===== src/rtl/clkrate_pkg.sv =====
package clkrate_pkg;
    localparam int REG_W        = 8;
    localparam int MODE_POS     = 5;
    localparam int SEL_W        = 3;
    localparam int BM_MAX_LOG   = 5;
    localparam int CHIP_MAX_LOG = 3;

    typedef enum logic {DV_FULL, DV_COUNT} div_state_e;

    typedef struct packed {
        logic             mode;
        logic [SEL_W-1:0] sel;
    } rate_ctl_t;
endpackage


===== src/rtl/clkrate_regs.sv =====
module clkrate_regs
    import clkrate_pkg::*;
(
    input  logic             clk,
    input  logic             rst_n,
    input  logic             wr_en,
    input  logic [REG_W-1:0] wr_data,
    input  logic             err_clr,
    output rate_ctl_t        ctl,
    output logic             err,
    output logic [REG_W-1:0] rd_data
);
    logic             w_mode;
    logic [SEL_W-1:0] w_sel;
    logic             both_change;
    logic [SEL_W-1:0] cand_sel;
    logic             cand_ok;
    logic             set_err;

    always_comb begin
        w_mode      = wr_data[MODE_POS];
        w_sel       = wr_data[SEL_W-1:0];
        both_change = (w_mode != ctl.mode) && (w_sel != ctl.sel);
        cand_sel    = both_change ? ctl.sel : w_sel;
        cand_ok     = w_mode ? (cand_sel <= SEL_W'(CHIP_MAX_LOG))
                             : (cand_sel <= SEL_W'(BM_MAX_LOG));
        set_err     = wr_en && (both_change || !cand_ok);
    end

    always_ff @(posedge clk or negedge rst_n) begin
        if (!rst_n) begin
            ctl <= '0;
            err <= 1'b0;
        end else begin
            if (wr_en && cand_ok) begin
                ctl.mode <= w_mode;
                ctl.sel  <= cand_sel;
            end
            if (set_err)      err <= 1'b1;
            else if (err_clr) err <= 1'b0;
        end
    end

    always_comb begin
        rd_data                = '0;
        rd_data[MODE_POS]      = ctl.mode;
        rd_data[SEL_W-1:0]     = ctl.sel;
    end

    // mode and select changed together leaves select untouched and flags
    a_r6_sel_kept: assert property (@(posedge clk) disable iff (!rst_n)
        (wr_en && wr_data[MODE_POS] != ctl.mode && wr_data[SEL_W-1:0] != ctl.sel)
        |=> ($stable(ctl.sel) && err));

    // undefined mode-0 code leaves register unchanged
    a_r7_reject_m0: assert property (@(posedge clk) disable iff (!rst_n)
        (wr_en && !wr_data[MODE_POS] && !ctl.mode &&
         wr_data[SEL_W-1:0] > SEL_W'(BM_MAX_LOG)) |=> ($stable(ctl) && err));

    // flag is sticky without a clear
    a_r8_err_sticky: assert property (@(posedge clk) disable iff (!rst_n)
        (err && !err_clr) |=> err);
endmodule


===== src/rtl/clkrate_divider.sv =====
module clkrate_divider
    import clkrate_pkg::*;
#(
    parameter int MAX_LOG = 5,
    parameter int LOG_W   = 3,
    localparam int CW     = (MAX_LOG < 1) ? 1 : MAX_LOG
) (
    input  logic             clk,
    input  logic             rst_n,
    input  logic [LOG_W-1:0] tgt_log,
    output logic             en
);
    div_state_e       state, state_n;
    logic [LOG_W-1:0] act_log, act_n;
    logic [CW-1:0]    cnt, cnt_n;
    logic [LOG_W-1:0] tgt_c;
    logic [CW:0]      span;
    logic [CW:0]      last_w;
    logic             wrap;

    always_comb begin
        tgt_c  = (tgt_log > LOG_W'(MAX_LOG)) ? LOG_W'(MAX_LOG) : tgt_log;
        span   = (CW+1)'(1) << act_log;
        last_w = span - (CW+1)'(1);
        wrap   = (state == DV_FULL) || (cnt == last_w[CW-1:0]);
    end

    // next-state logic: T_HOLD, T_START, T_STEP, T_RELOAD, T_STOP
    always_comb begin
        state_n = state;
        act_n   = act_log;
        cnt_n   = cnt;
        unique case (state)
            DV_FULL: begin
                cnt_n   = '0;
                act_n   = tgt_c;
                state_n = (tgt_c == '0) ? DV_FULL : DV_COUNT;
            end
            DV_COUNT: begin
                if (wrap) begin
                    cnt_n   = '0;
                    act_n   = tgt_c;
                    state_n = (tgt_c == '0) ? DV_FULL : DV_COUNT;
                end else begin
                    cnt_n   = cnt + CW'(1);
                end
            end
            default: begin
                state_n = DV_FULL;
                act_n   = '0;
                cnt_n   = '0;
            end
        endcase
    end

    always_ff @(posedge clk or negedge rst_n) begin
        if (!rst_n) begin
            state   <= DV_FULL;
            act_log <= '0;
            cnt     <= '0;
        end else begin
            state   <= state_n;
            act_log <= act_n;
            cnt     <= cnt_n;
        end
    end

    always_comb en = wrap;

    // ratio only changes at the end of a period
    a_r9_hold_ratio: assert property (@(posedge clk) disable iff (!rst_n)
        !en |=> $stable(act_log));

    // a divided period never carries two adjacent pulses
    a_r9_single_pulse: assert property (@(posedge clk) disable iff (!rst_n)
        (en && tgt_c != '0) |=> !en);
endmodule


===== src/rtl/clk_rate_ctrl.sv =====
module clk_rate_ctrl
    import clkrate_pkg::*;
(
    input  logic             clk,
    input  logic             rst_n,
    input  logic             wr_en,
    input  logic [REG_W-1:0] wr_data,
    input  logic             err_clr,
    output logic [REG_W-1:0] rd_data,
    output logic             err_flag,
    output logic             bm_en,
    output logic             chip_en,
    output logic             pin_en
);
    rate_ctl_t        ctl;
    logic [SEL_W-1:0] bm_tgt;
    logic [SEL_W-1:0] chip_tgt;
    logic             bm_raw;
    logic             chip_raw;

    clkrate_regs u_regs (
        .clk     (clk),
        .rst_n   (rst_n),
        .wr_en   (wr_en),
        .wr_data (wr_data),
        .err_clr (err_clr),
        .ctl     (ctl),
        .err     (err_flag),
        .rd_data (rd_data)
    );

    always_comb begin
        bm_tgt   = ctl.mode ? '0      : ctl.sel;
        chip_tgt = ctl.mode ? ctl.sel : '0;
    end

    clkrate_divider #(.MAX_LOG(BM_MAX_LOG), .LOG_W(SEL_W)) u_bm_div (
        .clk     (clk),
        .rst_n   (rst_n),
        .tgt_log (bm_tgt),
        .en      (bm_raw)
    );

    clkrate_divider #(.MAX_LOG(CHIP_MAX_LOG), .LOG_W(SEL_W)) u_chip_div (
        .clk     (clk),
        .rst_n   (rst_n),
        .tgt_log (chip_tgt),
        .en      (chip_raw)
    );

    always_comb begin
        chip_en = chip_raw;
        pin_en  = chip_raw;
        bm_en   = bm_raw && chip_raw;
    end

    // pin strobe tracks the chip strobe
    a_r10_pin_follows: assert property (@(posedge clk) disable iff (!rst_n)
        pin_en == chip_en);

    // bus master never ticks outside a chip tick
    a_r11_bm_inside_chip: assert property (@(posedge clk) disable iff (!rst_n)
        bm_en |-> chip_en);
endmodule


===== config.mk =====
export PLATFORM = sky130hd
export DESIGN_NAME = clk_rate_ctrl
export DESIGN_NICKNAME = d
export VERILOG_FILES = /design/src/rtl/clkrate_pkg.sv /design/src/rtl/clkrate_regs.sv /design/src/rtl/clkrate_divider.sv /design/src/rtl/clk_rate_ctrl.sv
export SDC_FILE = /design/constraint.sdc
export NUM_CORES = 1
export LEC_CHECK = 0
export BUFFER_PORTS_ARGS = -buffer_cell sky130_fd_sc_hd__buf_2
export CORE_ASPECT_RATIO = 1.25
export CORE_MARGIN = 2
export CORE_UTILIZATION = 45
export CTS_CLUSTER_DIAMETER = 30
export CTS_CLUSTER_SIZE = 28
export DETAILED_ROUTE_END_ITERATION = 8
export GPL_ROUTABILITY_DRIVEN = 0
export MAX_ROUTING_LAYER = met4
export PLACE_DENSITY = 0.68
export SETUP_SLACK_MARGIN = 0.15
export SYNTH_ARGS = -nofsm -noshare
export SYNTH_HDL_FRONTEND = slang
export SYNTH_SLANG_ARGS = --single-unit

===== constraint.sdc =====
create_clock -name clk -period 4.55 [get_ports clk]
set_clock_uncertainty 0.15 [all_clocks]
set_input_delay 0.91 -clock clk [delete_from_list [all_inputs] [get_ports clk]]
set_output_delay 0.91 -clock clk [all_outputs]
set_load 0.03 [all_outputs]

==> results of run 1 <==
-- worst paths after layout --
path	start	end
setup / recovery	u_chip_div.act_log[1]$_DFFE_PN0P_	bm_en
hold / removal	u_chip_div.cnt[0]$_DFF_PN0_	u_chip_div.cnt[0]$_DFF_PN0_
setup reg to reg	u_chip_div.act_log[1]$_DFFE_PN0P_	u_chip_div.act_log[1]$_DFFE_PN0P_
hold reg to reg	u_chip_div.cnt[0]$_DFF_PN0_	u_chip_div.cnt[0]$_DFF_PN0_
max in group asynchronous	rst_n	u_bm_div.cnt[2]$_DFF_PN0_
min in group asynchronous	rst_n	u_regs.ctl[1]$_DFFE_PN0P_
-- sequential cells by signal, indices dropped and copies added, names as in the netlist --
name / count
u_bm_div.cnt: 5
u_regs.ctl: 4
u_bm_div.act_log: 3
u_chip_div.act_log: 3
u_chip_div.cnt: 3
u_bm_div.state: 1
u_chip_div.state: 1
u_regs.err: 1
-- final cells by class --
class                           instances  area, um^2  share of cell area
Sequential cell                        21         526               0.375
Timing Repair Buffer                   15        75.1              0.0536
Tap cell                               34        42.5              0.0304
Clock inverter                          1        5.00             0.00357
Multi-Input combinational cell         95         703               0.502
Inverter                                7        26.3              0.0188
Clock buffer                            3        22.5              0.0161
-- layer usage --
metal	wire, um	vias up	track usage
met3	77	4	0.0164
met1	1020	487	0.199
met4	33	0	0.0855
met2	1350	19	0.304
met5	0	-	-
li1	-	480	-
-- synth_stat cells (2+ instances only) --
master	count	share of area
dfrtp_1	21	0.40
xnor2_1	9	0.061
inv_1	7	0.020
nand3_1	7	0.027
nor2_1	6	0.017
and2_1	5	0.024
buf_4	5	0.029
nor3_1	5	0.019
o21ai_0	5	0.019
nand2_1	4	0.012
nand2b_1	4	0.019
ha_1	3	0.029
nor3b_1	3	0.017
o2111ai_1	3	0.020
xor2_1	3	0.020
a21o_1	2	0.012
a21oi_1	2	0.0077
a221oi_1	2	0.013
mux2_1	2	0.017
mux2i_1	2	0.015
o211a_1	2	0.015
o211ai_1	2	0.012
o21a_1	2	0.012
-- metrics by stage --
stage	worst slack (ns)	util	instance area (um^2)
2_1_floorplan	1.28	-	1310
3_3_place_gp	1.40	0.507	1370
3_5_place_dp	1.34	0.507	1370
4_1_cts	0.973	0.517	1400
5_1_grt	0.865	0.517	1400
6_report	1.03	0.517	1400
-- critical path: cells and delay by family, from the launching register on --
family	cells	cell delay [ns]
simple gates	1	0.40
flops	1	0.42
fa+ha+maj	1	0.21
compound gates	2	0.64
buf+inv	1	0.19
xor+xnor	2	0.31
-- kinds of logic (layout without fill, tap and decap cells) --
kind of cell / Yosys count / in the layout / share of synthesized area
AOI/OAI and AO/OA: 27 / 27 / 0.164
muxes: 6 / 6 / 0.0587
xor gates and xnor gates: 12 / 12 / 0.0808
DFF: 21 / 21 / 0.404
adders and majority gates: 3 / 3 / 0.0288
buffers and inverters: 15 / 26 / 0.0644
and+or+nand+nor: 43 / 43 / 0.196
other: 1 / 4 / 0.00288
-- power breakdown --
part | leakage [nW] | switching (mW) | internal [mW]
combinational | 0.354 | 0.364 | 0.280
clock | 0.0177 | 0.0584 | 0.0328
sequential | 0.244 | 0.119 | 0.270
total | 0.616 | 0.542 | 0.583
==> flow_summary.json, run 1 <==
{
  "die_height_um": 64.1,
  "clk_latency_ns": 0.30,
  "tns_ns": 0,
  "final_cell_mix": "dfrtp_1 (21), buf_2 (15), xnor2_1 (9), inv_1 (7), nand3_1 (7)",
  "slew_violations": 0,
  "n_fill_cell": 247,
  "vias": 990,
  "initial_core_util": 0.481,
  "ctsResizeCount": 0,
  "post_cts_buffers": 0,
  "r2r_slack_ns": 2.29,
  "firstDrtPassIters": 4,
  "synth_area_per_cell_um2": 10.2,
  "wl_per_cell_um": 14.1,
  "min_path_cells": 1,
  "cp_slowest_stage_delay_ns": 0.46,
  "hold_slack_ns": 0.341,
  "status": "finished, final reports clean",
  "hp-class": "reg -> reg",
  "synth_cell_types": 45,
  "ys_ff_latch": 21,
  "crit_fanout": 10,
  "crit_top_cell": "xnor2_1",
  "routed_wirelength_um": 2490,
  "critPathCaptureType": "output port",
  "holdBufCountCts": 0,
  "hold_violations": 0,
  "numCtsBuffers": 3,
  "cts.htree.levels": 1,
  "layout-drive-gt1-share": 0.197,
  "worstPathArrival_ns": 2.46,
  "max-vdd-ir-drop_uv": 481,
  "power-per-cell-area_nw_per_um2": 803,
  "cp.required_ns": 3.49,
  "rows": 21,
  "portBuffers": 15,
  "drc_errors": 0,
  "fp.dieW_um": 52.1,
  "io_pins": 24,
  "grt_pass1_wl_um": 4440,
  "synth_area_um2": 1300,
  "cap_violations": 0,
  "setup_viol": 0,
  "final_antenna_net_count": 0,
  "fin_nets": 158,
  "period_minus_slack_ns": 3.52,
  "p_leak_nw": 0.616,
  "dp_cells": 172,
  "crit_type": "reg -> out",
  "yosysSeqAreaShare": 0.404,
  "grt_pass1_vias": 1044,
  "n_antenna_cell": 0,
  "synthFlopType": "dfrtp_1",
  "finalPower_mw": 1.12,
  "fin_cells": 176,
  "clock-sinks": 21,
  "tritoncts": "built",
  "netlist_instances": 128,
  "design.core.area_um2": 2710,
  "cts_buffer_depth": 2,
  "grt_antenna_before_repair": 0,
  "rr_worst_depth": 6,
  "cts-root-buf": "clkbuf_4",
  "grt-ovfl-total": 0,
  "max_freq_mhz": 284,
  "critPathSlowestCell": "o31ai_4",
  "async_flop_share": 1.00,
  "path_cells": "or3_4 -> ha_1 -> xnor2_1 -> xnor2_1 -> o31ai_4 -> o21a_1 -> buf_2",
  "final_common_cell": "dfrtp_1",
  "dieArea_um2": 3340,
  "finalCritPeriodShare": 0.774,
  "rsz0062_at_grt": "false",
  "startpoint_type": "flop",
  "viasPerCell": 5.63,
  "yosys_warnings": 0,
  "clk_pin_slew_ns": 0.11,
  "area_delta_synth_final_pct": 7.60,
  "synth_edf_count": 0,
  "first_iter_violations": 23,
  "grtUsageTotal": 0.176,
  "place_hpwl_um": 1840,
  "grt_max_degree": 22
}
Note: power is estimated with default switching activity, not from simulation.
==> run 2: changes to the inputs <==
==> constraint.sdc (replaced) <==
create_clock -name clk -period 3.6 [get_ports clk]
set_clock_uncertainty 0.15 [all_clocks]
set_input_delay 0.72 -clock clk [delete_from_list [all_inputs] [get_ports clk]]
set_output_delay 0.72 -clock clk [all_outputs]
set_load 0.03 [all_outputs]
==> run 2 against run 1 <==
  * Setup slack worse by 0.73 ns
  * Sequential power is 27% higher
  * Sequential share of layout area stayed put
  * Hold slack worse by 0.14 ns
  * Cell count stayed put
  * Via count is 0.10% lower
  * Critical path depth is 1 lower
  * Power is 27% higher
  * Utilization stayed put
  * Critical endpoint unchanged
==> flow_summary.json, run 2 (synthesis results as in run 1) <==
{
  "die_height_um": 64.1,
  "power-per-cell-area_nw_per_um2": 1020,
  "first_iter_violations": 39,
  "crit_type": "reg -> out",
  "r2r-end": "u_chip_div.act_log[0]$_DFFE_PN0P_",
  "setup_viol": 0,
  "pwr-share-comb": 0.570,
  "switching_share": 0.483,
  "grt_pass1_wl_um": 4440,
  "routed_wirelength_um": 2520,
  "clk_latency_ns": 0.30,
  "design.core.area_um2": 2710,
  "numCtsBuffers": 3,
  "io_pins": 24,
  "clk_pin_slew_ns": 0.13,
  "layout-drive-gt1-share": 0.197,
  "top_regs": "u_bm_div.cnt (5), u_regs.ctl (4)",
  "top_register": "u_bm_div.cnt",
  "max-vdd-ir-drop_uv": 525,
  "initial_core_util": 0.481,
  "r2r_slack_ns": 1.37,
  "cts-root-buf": "clkbuf_4",
  "hold_violations": 0,
  "grt-ovfl-total": 0,
  "cts_buffer_depth": 2,
  "p_switching_uw": 688,
  "drc_errors": 0,
  "slew_violations": 0,
  "tns_ns": 0,
  "r2r-start": "u_chip_div.act_log[1]$_DFFE_PN0P_",
  "cp.required_ns": 2.73,
  "viasPerCell": 5.62,
  "tritoncts": "built",
  "final_cell_mix": "dfrtp_1 (21), buf_2 (15), xnor2_1 (9), inv_1 (7), nand3_1 (7)",
  "cts.htree.levels": 1,
  "largest_reg_flops": 5,
  "finalPower_mw": 1.42,
  "status": "finished, final reports clean",
  "worstPathArrival_ns": 2.44,
  "period_minus_slack_ns": 3.31,
  "max_freq_mhz": 302,
  "internal_power_uw": 736,
  "firstDrtPassIters": 4,
  "holdBufCountCts": 0,
  "place_hpwl_um": 1870,
  "clock-sinks": 21,
  "crit_fanout": 10,
  "utilization": 0.517,
  "startpoint_type": "flop",
  "grt_max_degree": 22,
  "cap_violations": 0,
  "fp.dieW_um": 52.1,
  "hp-class": "in -> async",
  "p_leak_nw": 0.616,
  "clockPowerShare": 0.082,
  "grt_pass1_vias": 1025,
  "rsz0062_at_grt": "false",
  "area_delta_synth_final_pct": 7.60,
  "finalCritPeriodShare": 0.919,
  "final_antenna_net_count": 0,
  "seqPwrFrac": 0.348,
  "grtUsageTotal": 0.178,
  "post_cts_buffers": 0,
  "critPathCaptureType": "output port",
  "preCtsSetupSlack_ns": 0.603,
  "portBuffers": 15,
  "wl_per_cell_um": 14.3,
  "dieArea_um2": 3340,
  "n_antenna_cell": 0,
  "final_common_cell": "dfrtp_1",
  "vias": 989,
  "fin_nets": 158,
  "rr_worst_depth": 5,
  "rows": 21,
  "grt_antenna_before_repair": 0,
  "ctsResizeCount": 0,
  "setup_ws_ns": 0.292
}
run 2: cell counts in the layout (fill, tap and decap cells not counted):
No cell type changed its count.
run 2: stage by stage:
step	cells	hold slack (ns)	instance area [um^2]
CTS	176	0.214	1400
floorplan	131	0.274	1310
global placement	172	0.322	1370
global route	176	0.219	1400
finish	176	0.201	1400
detailed placement	172	0.329	1370
run 2: cell type report:
class	instances	area, um^2
clock buffer	3	22.5
clock inverter	1	5.00
tap	34	42.5
timing repair buffer	15	75.1
sequential	21	526
multi-input combinational	95	703
inverter	7	26.3
fill	256	1310
run 2: worst max-delay path: stages (launching register included):
cell,delay (ns)
dfrtp_1,0.42
or3_4,0.40
ha_1,0.31
xnor2_1,0.17
o31ai_4,0.48
o21a_1,0.18
buf_2,0.19
run 2: power groups by stage:
stage                     registers (mW)  clock network [mW]  logic [mW]
final                              0.495               0.117       0.812
after global routing               0.518               0.130       0.895
after CTS                          0.494               0.120       0.821
after detailed placement           0.499                   0       0.818
after global placement             0.490                   0       0.793
after floorplan                    0.496                   0       0.671
run 2: worst max path at each step:
stage                                           start     to  cells after the start
floorplan           u_chip_div.act_log[0]$_DFFE_PN0P_  bm_en                      6
global placement    u_chip_div.act_log[1]$_DFFE_PN0P_  bm_en                      7
detailed placement  u_chip_div.act_log[0]$_DFFE_PN0P_  bm_en                      7
CTS                 u_chip_div.act_log[0]$_DFFE_PN0P_  bm_en                      7
global route        u_chip_div.act_log[1]$_DFFE_PN0P_  bm_en                      7
finish              u_chip_div.act_log[1]$_DFFE_PN0P_  bm_en                      6
run 2: layer usage:
layer  track usage  vias up  wire, um
li1              -      480         -
met1         0.206      488      1060
met2         0.302       19      1360
met3        0.0164        2        80
met4        0.0855        0        19
met5             -        -         0
